`src/rtl/tod_pkg.sv`:
```
// Shared types and BCD helpers for the time-of-day register window.
// Assumes packed BCD values with at most two digits per field.
package tod_pkg;

    typedef enum logic [2:0] {
        REG_CTRL  = 3'd0,
        REG_SEC   = 3'd1,
        REG_MIN   = 3'd2,
        REG_HOUR  = 3'd3,
        REG_DAY   = 3'd4,
        REG_DATE  = 3'd5,
        REG_MONTH = 3'd6,
        REG_YEAR  = 3'd7
    } tod_reg_e;

    localparam logic [7:0] CTRL_CLR_MASK = 8'hA0;
    localparam logic [7:0] CTRL_SET_MASK = 8'h90;
    localparam logic [7:0] CTRL_RST_VAL  = 8'h90;
    localparam logic [2:0] WDAY_LAST     = 3'd6;
    localparam logic [2:0] WDAY_RST      = 3'd6;

    typedef struct packed {
        logic       stop;
        logic [6:0] sec;
        logic [6:0] min;
        logic [5:0] hour;
        logic       cent;
        logic [2:0] wday;
        logic [5:0] date;
        logic [4:0] month;
        logic [7:0] year;
    } tod_time_t;

    // True when both nibbles are decimal digits.
    function automatic logic bcd_ok(input logic [7:0] v);
        return (v[3:0] <= 4'd9) && (v[7:4] <= 4'd9);
    endfunction

    // Adds one to a two-digit BCD value (no upper wrap).
    function automatic logic [7:0] bcd_inc(input logic [7:0] v);
        if (v[3:0] >= 4'd9)
            return {v[7:4] + 4'd1, 4'd0};
        else
            return {v[7:4], v[3:0] + 4'd1};
    endfunction

    // Last date of a month in BCD; leap test works on BCD year (10 mod 4 == 2).
    function automatic logic [7:0] month_last(input logic [4:0] mon,
                                              input logic [7:0] yr);
        logic [4:0] mod_sum;
        logic       leap;
        mod_sum = 5'({yr[7:4], 1'b0}) + 5'(yr[3:0]);
        leap    = (mod_sum[1:0] == 2'b00);
        case (mon)
            5'h02:                      return leap ? 8'h29 : 8'h28;
            5'h04, 5'h06, 5'h09, 5'h11: return 8'h30;
            default:                    return 8'h31;
        endcase
    endfunction

endpackage

```
`src/rtl/tod_wr_filter.sv`:
```
// Write qualifier: masks the bus byte for the addressed field, applies the
// per-field range rule and raises a field enable only for accepted values.
// Assumes wr is already qualified by the window hit.
module tod_wr_filter
    import tod_pkg::*;
(
    input  logic       wr,
    input  logic [2:0] idx,
    input  logic [7:0] wdata,
    output logic [7:0] fld_we,
    output logic [7:0] fld_val,
    output logic       stop_we
);

    // Purpose: per-register masking and acceptance test.
    always_comb begin
        fld_we  = '0;
        fld_val = wdata;
        stop_we = wr && (idx == REG_SEC);
        case (idx)
            REG_CTRL: begin
                fld_val   = (wdata & ~CTRL_CLR_MASK) | CTRL_SET_MASK;
                fld_we[0] = wr;
            end
            REG_SEC: begin
                fld_val   = {1'b0, wdata[6:0]};
                fld_we[1] = wr && bcd_ok(fld_val) && (fld_val <= 8'h59);
            end
            REG_MIN: begin
                fld_val   = {1'b0, wdata[6:0]};
                fld_we[2] = wr && bcd_ok(fld_val) && (fld_val <= 8'h59);
            end
            REG_HOUR: begin
                fld_val   = {2'b00, wdata[5:0]};
                fld_we[3] = wr && bcd_ok(fld_val) && (fld_val <= 8'h23);
            end
            REG_DAY: begin
                fld_val   = {1'b0, wdata[6], 3'b000, wdata[2:0]};
                fld_we[4] = wr;
            end
            REG_DATE: begin
                fld_val   = {2'b00, wdata[5:0]};
                fld_we[5] = wr && bcd_ok(fld_val) && (fld_val != 8'h00);
            end
            REG_MONTH: begin
                fld_val   = {3'b000, wdata[4:0]};
                fld_we[6] = wr && bcd_ok(fld_val) && (fld_val >= 8'h01)
                            && (fld_val <= 8'h12);
            end
            default: begin
                fld_val   = wdata;
                fld_we[7] = wr && bcd_ok(wdata);
            end
        endcase
    end

endmodule

```
`src/rtl/tod_tick_sched.sv`:
```
// Tick scheduler: decides in which cycle a second is applied. A tick that
// meets a window write is held for one slot; ticks are dropped while stopped.
// Assumes sec_tick is a single-cycle pulse.
module tod_tick_sched (
    input  logic clk,
    input  logic rst_n,
    input  logic sec_tick,
    input  logic stopped,
    input  logic bus_wr,
    output logic adv
);

    logic pend_q;
    logic want;

    assign want = (sec_tick | pend_q) & ~stopped;
    assign adv  = want & ~bus_wr;

    // Purpose: remember one tick that collided with a window write.
    always_ff @(posedge clk) begin
        if (!rst_n)
            pend_q <= 1'b0;
        else
            pend_q <= want & bus_wr;
    end

endmodule

```
`src/rtl/tod_bcd_step.sv`:
```
// One BCD counter stage: advances cur by one when en is set and returns to
// LO once cur has reached HI; wrap flags that carry. Assumes W <= 8.
module tod_bcd_step
    import tod_pkg::*;
#(
    parameter int         W  = 7,
    parameter logic [7:0] LO = 8'h00,
    parameter logic [7:0] HI = 8'h59
) (
    input  logic [W-1:0] cur,
    input  logic         en,
    output logic [W-1:0] nxt,
    output logic         wrap
);

    logic [7:0] cur8;
    logic [7:0] inc8;
    logic       at_top;

    assign cur8   = 8'(cur);
    assign inc8   = bcd_inc(cur8);
    assign at_top = (cur8 >= HI);
    assign wrap   = en && at_top;

    // Purpose: next value of the stage.
    always_comb begin
        if (!en)
            nxt = cur;
        else if (at_top)
            nxt = W'(LO);
        else
            nxt = W'(inc8);
    end

endmodule

```
`src/rtl/tod_time_core.sv`:
```
// Time state: holds the control byte and all calendar fields, loads accepted
// writes and applies the carry chain on an advance. Assumes adv is never set
// in a cycle with a window write (the scheduler guarantees this).
module tod_time_core
    import tod_pkg::*;
(
    input  logic       clk,
    input  logic       rst_n,
    input  logic [7:0] fld_we,
    input  logic [7:0] fld_val,
    input  logic       stop_we,
    input  logic       stop_val,
    input  logic       adv,
    output tod_time_t  now,
    output logic [7:0] ctrl,
    output logic       year_roll
);

    tod_time_t  cur_q;
    logic [7:0] ctrl_q;

    logic [6:0] sec_n, min_n;
    logic [5:0] hour_n;
    logic [4:0] month_n;
    logic [7:0] year_n;
    logic       sec_wrap, min_wrap, day_adv, month_wrap;

    logic [7:0] last_date;
    logic [7:0] date_inc;
    logic       date_end;
    logic [5:0] date_n;
    logic [2:0] wday_n;

    tod_bcd_step #(.W(7), .LO(8'h00), .HI(8'h59)) u_sec (
        .cur(cur_q.sec), .en(adv), .nxt(sec_n), .wrap(sec_wrap));

    tod_bcd_step #(.W(7), .LO(8'h00), .HI(8'h59)) u_min (
        .cur(cur_q.min), .en(sec_wrap), .nxt(min_n), .wrap(min_wrap));

    tod_bcd_step #(.W(6), .LO(8'h00), .HI(8'h23)) u_hour (
        .cur(cur_q.hour), .en(min_wrap), .nxt(hour_n), .wrap(day_adv));

    assign last_date = month_last(cur_q.month, cur_q.year);
    assign date_inc  = bcd_inc({2'b00, cur_q.date});
    assign date_end  = ({2'b00, cur_q.date} >= last_date);

    // Purpose: date and weekday move on the day carry.
    always_comb begin
        date_n = cur_q.date;
        wday_n = cur_q.wday;
        if (day_adv) begin
            date_n = date_end ? 6'h01 : date_inc[5:0];
            wday_n = (cur_q.wday >= WDAY_LAST) ? 3'd0 : cur_q.wday + 3'd1;
        end
    end

    tod_bcd_step #(.W(5), .LO(8'h01), .HI(8'h12)) u_month (
        .cur(cur_q.month), .en(day_adv && date_end), .nxt(month_n),
        .wrap(month_wrap));

    tod_bcd_step #(.W(8), .LO(8'h00), .HI(8'h99)) u_year (
        .cur(cur_q.year), .en(month_wrap), .nxt(year_n), .wrap(year_roll));

    // Purpose: register update, write load has priority over the carry chain.
    always_ff @(posedge clk) begin
        if (!rst_n) begin
            ctrl_q      <= CTRL_RST_VAL;
            cur_q.stop  <= 1'b0;
            cur_q.sec   <= 7'h00;
            cur_q.min   <= 7'h00;
            cur_q.hour  <= 6'h00;
            cur_q.cent  <= 1'b0;
            cur_q.wday  <= WDAY_RST;
            cur_q.date  <= 6'h01;
            cur_q.month <= 5'h01;
            cur_q.year  <= 8'h00;
        end else begin
            if (fld_we[0]) ctrl_q <= fld_val;
            if (stop_we)   cur_q.stop <= stop_val;
            cur_q.sec   <= fld_we[1] ? fld_val[6:0] : sec_n;
            cur_q.min   <= fld_we[2] ? fld_val[6:0] : min_n;
            cur_q.hour  <= fld_we[3] ? fld_val[5:0] : hour_n;
            if (fld_we[4]) begin
                cur_q.cent <= fld_val[6];
                cur_q.wday <= fld_val[2:0];
            end else begin
                cur_q.wday <= wday_n;
            end
            cur_q.date  <= fld_we[5] ? fld_val[5:0] : date_n;
            cur_q.month <= fld_we[6] ? fld_val[4:0] : month_n;
            cur_q.year  <= fld_we[7] ? fld_val : year_n;
        end
    end

    assign now  = cur_q;
    assign ctrl = ctrl_q;

endmodule

```
`src/rtl/tod_read_mux.sv`:
```
// Read path: assembles the byte image of the selected register; outside the
// window the bus floats high. Purely combinational.
module tod_read_mux
    import tod_pkg::*;
(
    input  logic       hit,
    input  logic [2:0] idx,
    input  tod_time_t  now,
    input  logic [7:0] ctrl,
    output logic [7:0] rdata
);

    // Purpose: select and pack the register image.
    always_comb begin
        if (!hit) begin
            rdata = 8'hFF;
        end else begin
            case (idx)
                REG_CTRL:  rdata = ctrl;
                REG_SEC:   rdata = {now.stop, now.sec};
                REG_MIN:   rdata = {1'b0, now.min};
                REG_HOUR:  rdata = {2'b00, now.hour};
                REG_DAY:   rdata = {1'b0, now.cent, 3'b000, now.wday};
                REG_DATE:  rdata = {2'b00, now.date};
                REG_MONTH: rdata = {3'b000, now.month};
                default:   rdata = now.year;
            endcase
        end
    end

endmodule

```
`src/rtl/tod_regfile.sv`:
```
// Top of the time-of-day window: decodes the top eight byte addresses of an
// ADDR_W-bit space, filters writes, schedules ticks and serves reads.
// Assumes a single-cycle byte bus and a one-cycle sec_tick pulse.
module tod_regfile
    import tod_pkg::*;
#(
    parameter int ADDR_W = 13
) (
    input  logic              clk,
    input  logic              rst_n,
    input  logic              sec_tick,
    input  logic              bus_we,
    input  logic [ADDR_W-1:0] bus_addr,
    input  logic [7:0]        bus_wdata,
    output logic [7:0]        bus_rdata
);

    localparam int TOP_W = ADDR_W - 3;

    logic             win_hit;
    logic             win_wr;
    logic [2:0]       idx;
    logic [TOP_W-1:0] top_bits;
    logic [7:0]       fld_we;
    logic [7:0]       fld_val;
    logic             stop_we;
    logic             adv;
    tod_time_t        now;
    logic [7:0]       ctrl;
    logic             year_roll;

    assign top_bits = bus_addr[ADDR_W-1:3];
    assign win_hit  = &top_bits;
    assign win_wr   = bus_we && win_hit;
    assign idx      = bus_addr[2:0];

    tod_wr_filter u_filter (
        .wr(win_wr), .idx(idx), .wdata(bus_wdata),
        .fld_we(fld_we), .fld_val(fld_val), .stop_we(stop_we));

    tod_tick_sched u_sched (
        .clk(clk), .rst_n(rst_n), .sec_tick(sec_tick),
        .stopped(now.stop), .bus_wr(win_wr), .adv(adv));

    tod_time_core u_core (
        .clk(clk), .rst_n(rst_n), .fld_we(fld_we), .fld_val(fld_val),
        .stop_we(stop_we), .stop_val(bus_wdata[7]), .adv(adv),
        .now(now), .ctrl(ctrl), .year_roll(year_roll));

    tod_read_mux u_rmux (
        .hit(win_hit), .idx(idx), .now(now), .ctrl(ctrl), .rdata(bus_rdata));

endmodule

```
`config.mk`:
```
export PLATFORM = sky130hd
export DESIGN_NAME = tod_regfile
export DESIGN_NICKNAME = d
export VERILOG_FILES = /design/src/rtl/tod_pkg.sv /design/src/rtl/tod_wr_filter.sv /design/src/rtl/tod_tick_sched.sv /design/src/rtl/tod_bcd_step.sv /design/src/rtl/tod_time_core.sv /design/src/rtl/tod_read_mux.sv /design/src/rtl/tod_regfile.sv
export SDC_FILE = /design/constraint.sdc
export NUM_CORES = 1
export LEC_CHECK = 0
export ABC_CLOCK_PERIOD_IN_PS = 4500
export BUFFER_PORTS_ARGS = -buffer_cell sky130_fd_sc_hd__buf_4
export CAP_MARGIN = 25
export CORE_AREA = 2 2 109 137
export DETAILED_ROUTE_END_ITERATION = 6
export DIE_AREA = 0 0 111 139
export GPL_TIMING_DRIVEN = 0
export HOLD_SLACK_MARGIN = 0.06
export PLACE_DENSITY_LB_ADDON = 0.15
export SLEW_MARGIN = 20
export SYNTH_ARGS = -nofsm -noshare
export SYNTH_HDL_FRONTEND = slang
export SYNTH_SLANG_ARGS = --single-unit
export TNS_END_PERCENT = 5
```
`constraint.sdc`:
```
create_clock -name clk -period 4.5 [get_ports clk]
set_input_delay 0.675 -clock clk [delete_from_list [all_inputs] [get_ports clk]]
set_output_delay 0.675 -clock clk [all_outputs]
set_load 0.01 [all_outputs]
```
==> metrics.cfg <==
[sta]
slew_viol_final=0
fin_skew_ns=0.00424
period_share_pct=88.4
setup_tns_ns=0
period_minus_slack_ns=3.98
rsz0062_at_grt=false
setup_violations=0
max_freq_mhz=251
worst_pin_slew_ns=1.02
maxSlewHeadroom_pct=31.1
finalHoldViolCount=0

[global_routing]
grt_pass1_wl_um=24400
grt_overflow_total=0
grt_usage_pct=20.2
antenna_found_initial=0
grt_pass1_vias=4146
grt_max_degree=15

[cells_and_area]
diodes=0
fillCellCount=1525
seq_area_um2=1060
area_delta_synth_final_pct=14.3
fin_nets=639
multi_input_area_um2=2900
drive_gt1_share_pct=9.43

[place]
place.gp.congestion=0.924
hpwl_um=12200
port-buffer-count=31

[floorplanning]
die_w_um=111
die_h_um=139
io_pins=33
core_area_um2=14200
start_util_pct=29.4
num_rows=49
die_area_um2=15400

[critical_path]
arrival_ns=4.20
path_class=reg2reg
critPathCaptureType=flip-flop
crit_fanout=8
crit_required_ns=4.72
cp-start-kind=flip-flop

[cts]
clkSlewWorstSetupHoldPaths_ns=0.07
htreeDepth=2
worstSkewPairLatency_ns=0.30
cts-buffers-inserted=5
ctsResizeCount=0
cts_root_buffer=clkbuf_16
cts_buffer_depth=2
postCtsSetupRepairBufs=0
cts_tree=built
clock_sinks=53
cts_hold_buf=0

[detailed_routing]
drt-total-wl_um=15900
wl_per_cell_um=20.9
via_per_inst=5.88
first_iter_violations=400
vias=4473
antenna_left=0
drc_errors=0
first_pass_iters=5

[logic_synthesis]
syn_inst=545
synth-edff-count=0
ys_seq_area_share_pct=25.4
ys_types=64
synth_area_per_cell_um2=7.65
synth_flop_cell=dfxtp_1
synth-seq-cells=53
syn_area_um2=4170
syn_nets=601
synth_async_sr_flop_share_pct=0
yosys_warnings=0

[power]
p_leak_nw=1.77
powerDensity_nw_per_um2=208
finalPower_w=0.000992
ir_drop_mv=0.129

[run]
drv_cap=0

[min_path]
hold_path.class=reg2reg

[status]
outcome=finished, final reports clean

-- worst paths after layout --
| path | start | endpoint | slack [ns] | cells after the start |
|---|---|---|---|---|
| worst max register to register | u_core.now[8] | u_core.now[6] | 0.52 | 14 |
| worst min register to register | u_core.ctrl[7] | u_core.ctrl[7] | 0.45 | 1 |
| worst max-delay path | u_core.now[8] | u_core.now[6] | 0.52 | 14 |
| worst min-delay path | u_core.ctrl[7] | u_core.ctrl[7] | 0.45 | 1 |
-- stage by stage --
stage | area [µm²] | hold slack [ns] | worst slack, ns | util (%) | std cells
floorplan | 4170 | 0.414 | 1.31 | - | 545
global placement | 4630 | 0.429 | 0.506 | 32.7 | 754
detailed placement | 4630 | 0.430 | 0.502 | 32.7 | 754
CTS | 4770 | 0.451 | 0.481 | 33.7 | 761
global route | 4770 | 0.456 | 0.178 | 33.7 | 761
finish | 4770 | 0.451 | 0.520 | 33.7 | 761
-- synthesized netlist by cell type, drive strengths merged (3+ instances only) --
cell     instances  area [µm²]
o22ai            5        31.3
and4             8        75.1
or3              6        37.5
nor2            38         143
o31a             4        36.3
mux2             3        33.8
ha              31         388
a22oi            5        37.5
a311oi           4        35.0
mux2i           15         150
nor4b            5        43.8
nor2b            5        31.3
and2            11        68.8
nor4             4        25.0
a21oi           42         210
nand3b           6        45.0
o31ai            9        67.6
nand2           53         199
clkbuf          25        93.8
nor3b            3        22.5
inv             26        97.6
nor3            13        65.1
o21ai           53         265
nand4            9        56.3
o2111ai          3        32.5
o211ai           4        30.0
nand3           30         163
dfxtp           53        1060
and3            10        62.6
buf              4        22.5
o21a             5        37.5
a31oi           13        81.3
mux4             4        90.1
-- worst max-delay path, stage by stage, from the launching register on --
cell	delay [ns]
dfxtp_1	0.38
inv_1	0.13
ha_1	0.23
nor4b_1	0.56
o21ai_0	0.18
o21ai_0	0.11
a31oi_1	0.09
ha_1	0.32
nor4b_1	0.05
o22ai_1	0.58
nand2_1	0.14
or3_1	0.35
buf_6	0.15
or4_1	0.52
o211ai_1	0.10
-- placed cells by master, fill, tap and decap left out, types with 5 or more instances in the layout --
cell type,count
a21oi_1,42
a22oi_1,5
a31oi_1,13
and2_1,11
and3_1,10
and4_1,6
buf_4,31
clkbuf_1,26
clkbuf_16,5
dfxtp_1,53
ha_1,31
inv_1,26
mux2i_1,15
nand2_1,53
nand3_1,29
nand3b_1,6
nand4_1,9
nor2_1,38
nor2b_1,5
nor3_1,13
nor4b_1,5
o21a_1,5
o21ai_0,52
o22ai_1,5
o31ai_1,9
or3_1,6
-- report_power, final --
group          leakage [nW]  internal, W  total (W)  switching [W]
logic                  1.27    0.0000376   0.000116      0.0000782
clock network        0.0700     0.000220   0.000403       0.000184
registers             0.427     0.000470   0.000473     0.00000324
-- cell type report --
cell class                 count  area share [%]
sequential                    53            22.3
clock buffer                   7            2.99
timing repair buffer          31            4.88
inverter                      26            2.05
multi-input combinational    437            60.7
buffer                        29            2.44
tap                          178            4.67
-- cell families (layout without fill, tap and decap cells) --
family,after synthesis,count (layout),share of synthesized area (%)
flip-flops,53,53,25.4
AO/OA/AOI/OAI,170,170,26.1
AND/OR/NAND/NOR,211,211,26.8
XOR/XNOR,3,3,0.630
adder cells (fa/ha/maj),31,31,9.30
multiplexers,22,22,6.57
buffers and inverters,55,93,5.13
-- state kept, by name (all words and copies together) (netlist names) --
signal / cells
u_core.ctrl: 8
u_core.now: 44
u_sched.pend_q: 1
-- metal layers --
metal / part of all wire (%) / track usage (%) / up-vias
li1: - / - / 2111
met4: 3.8 / 8.95 / 0
met1: 42 / 24.9 / 2159
met3: 5.1 / 2.67 / 39
met2: 49 / 35.2 / 164
met5: 0 / 0 / -
No activity file was read; power rests on OpenSTA's default activity.
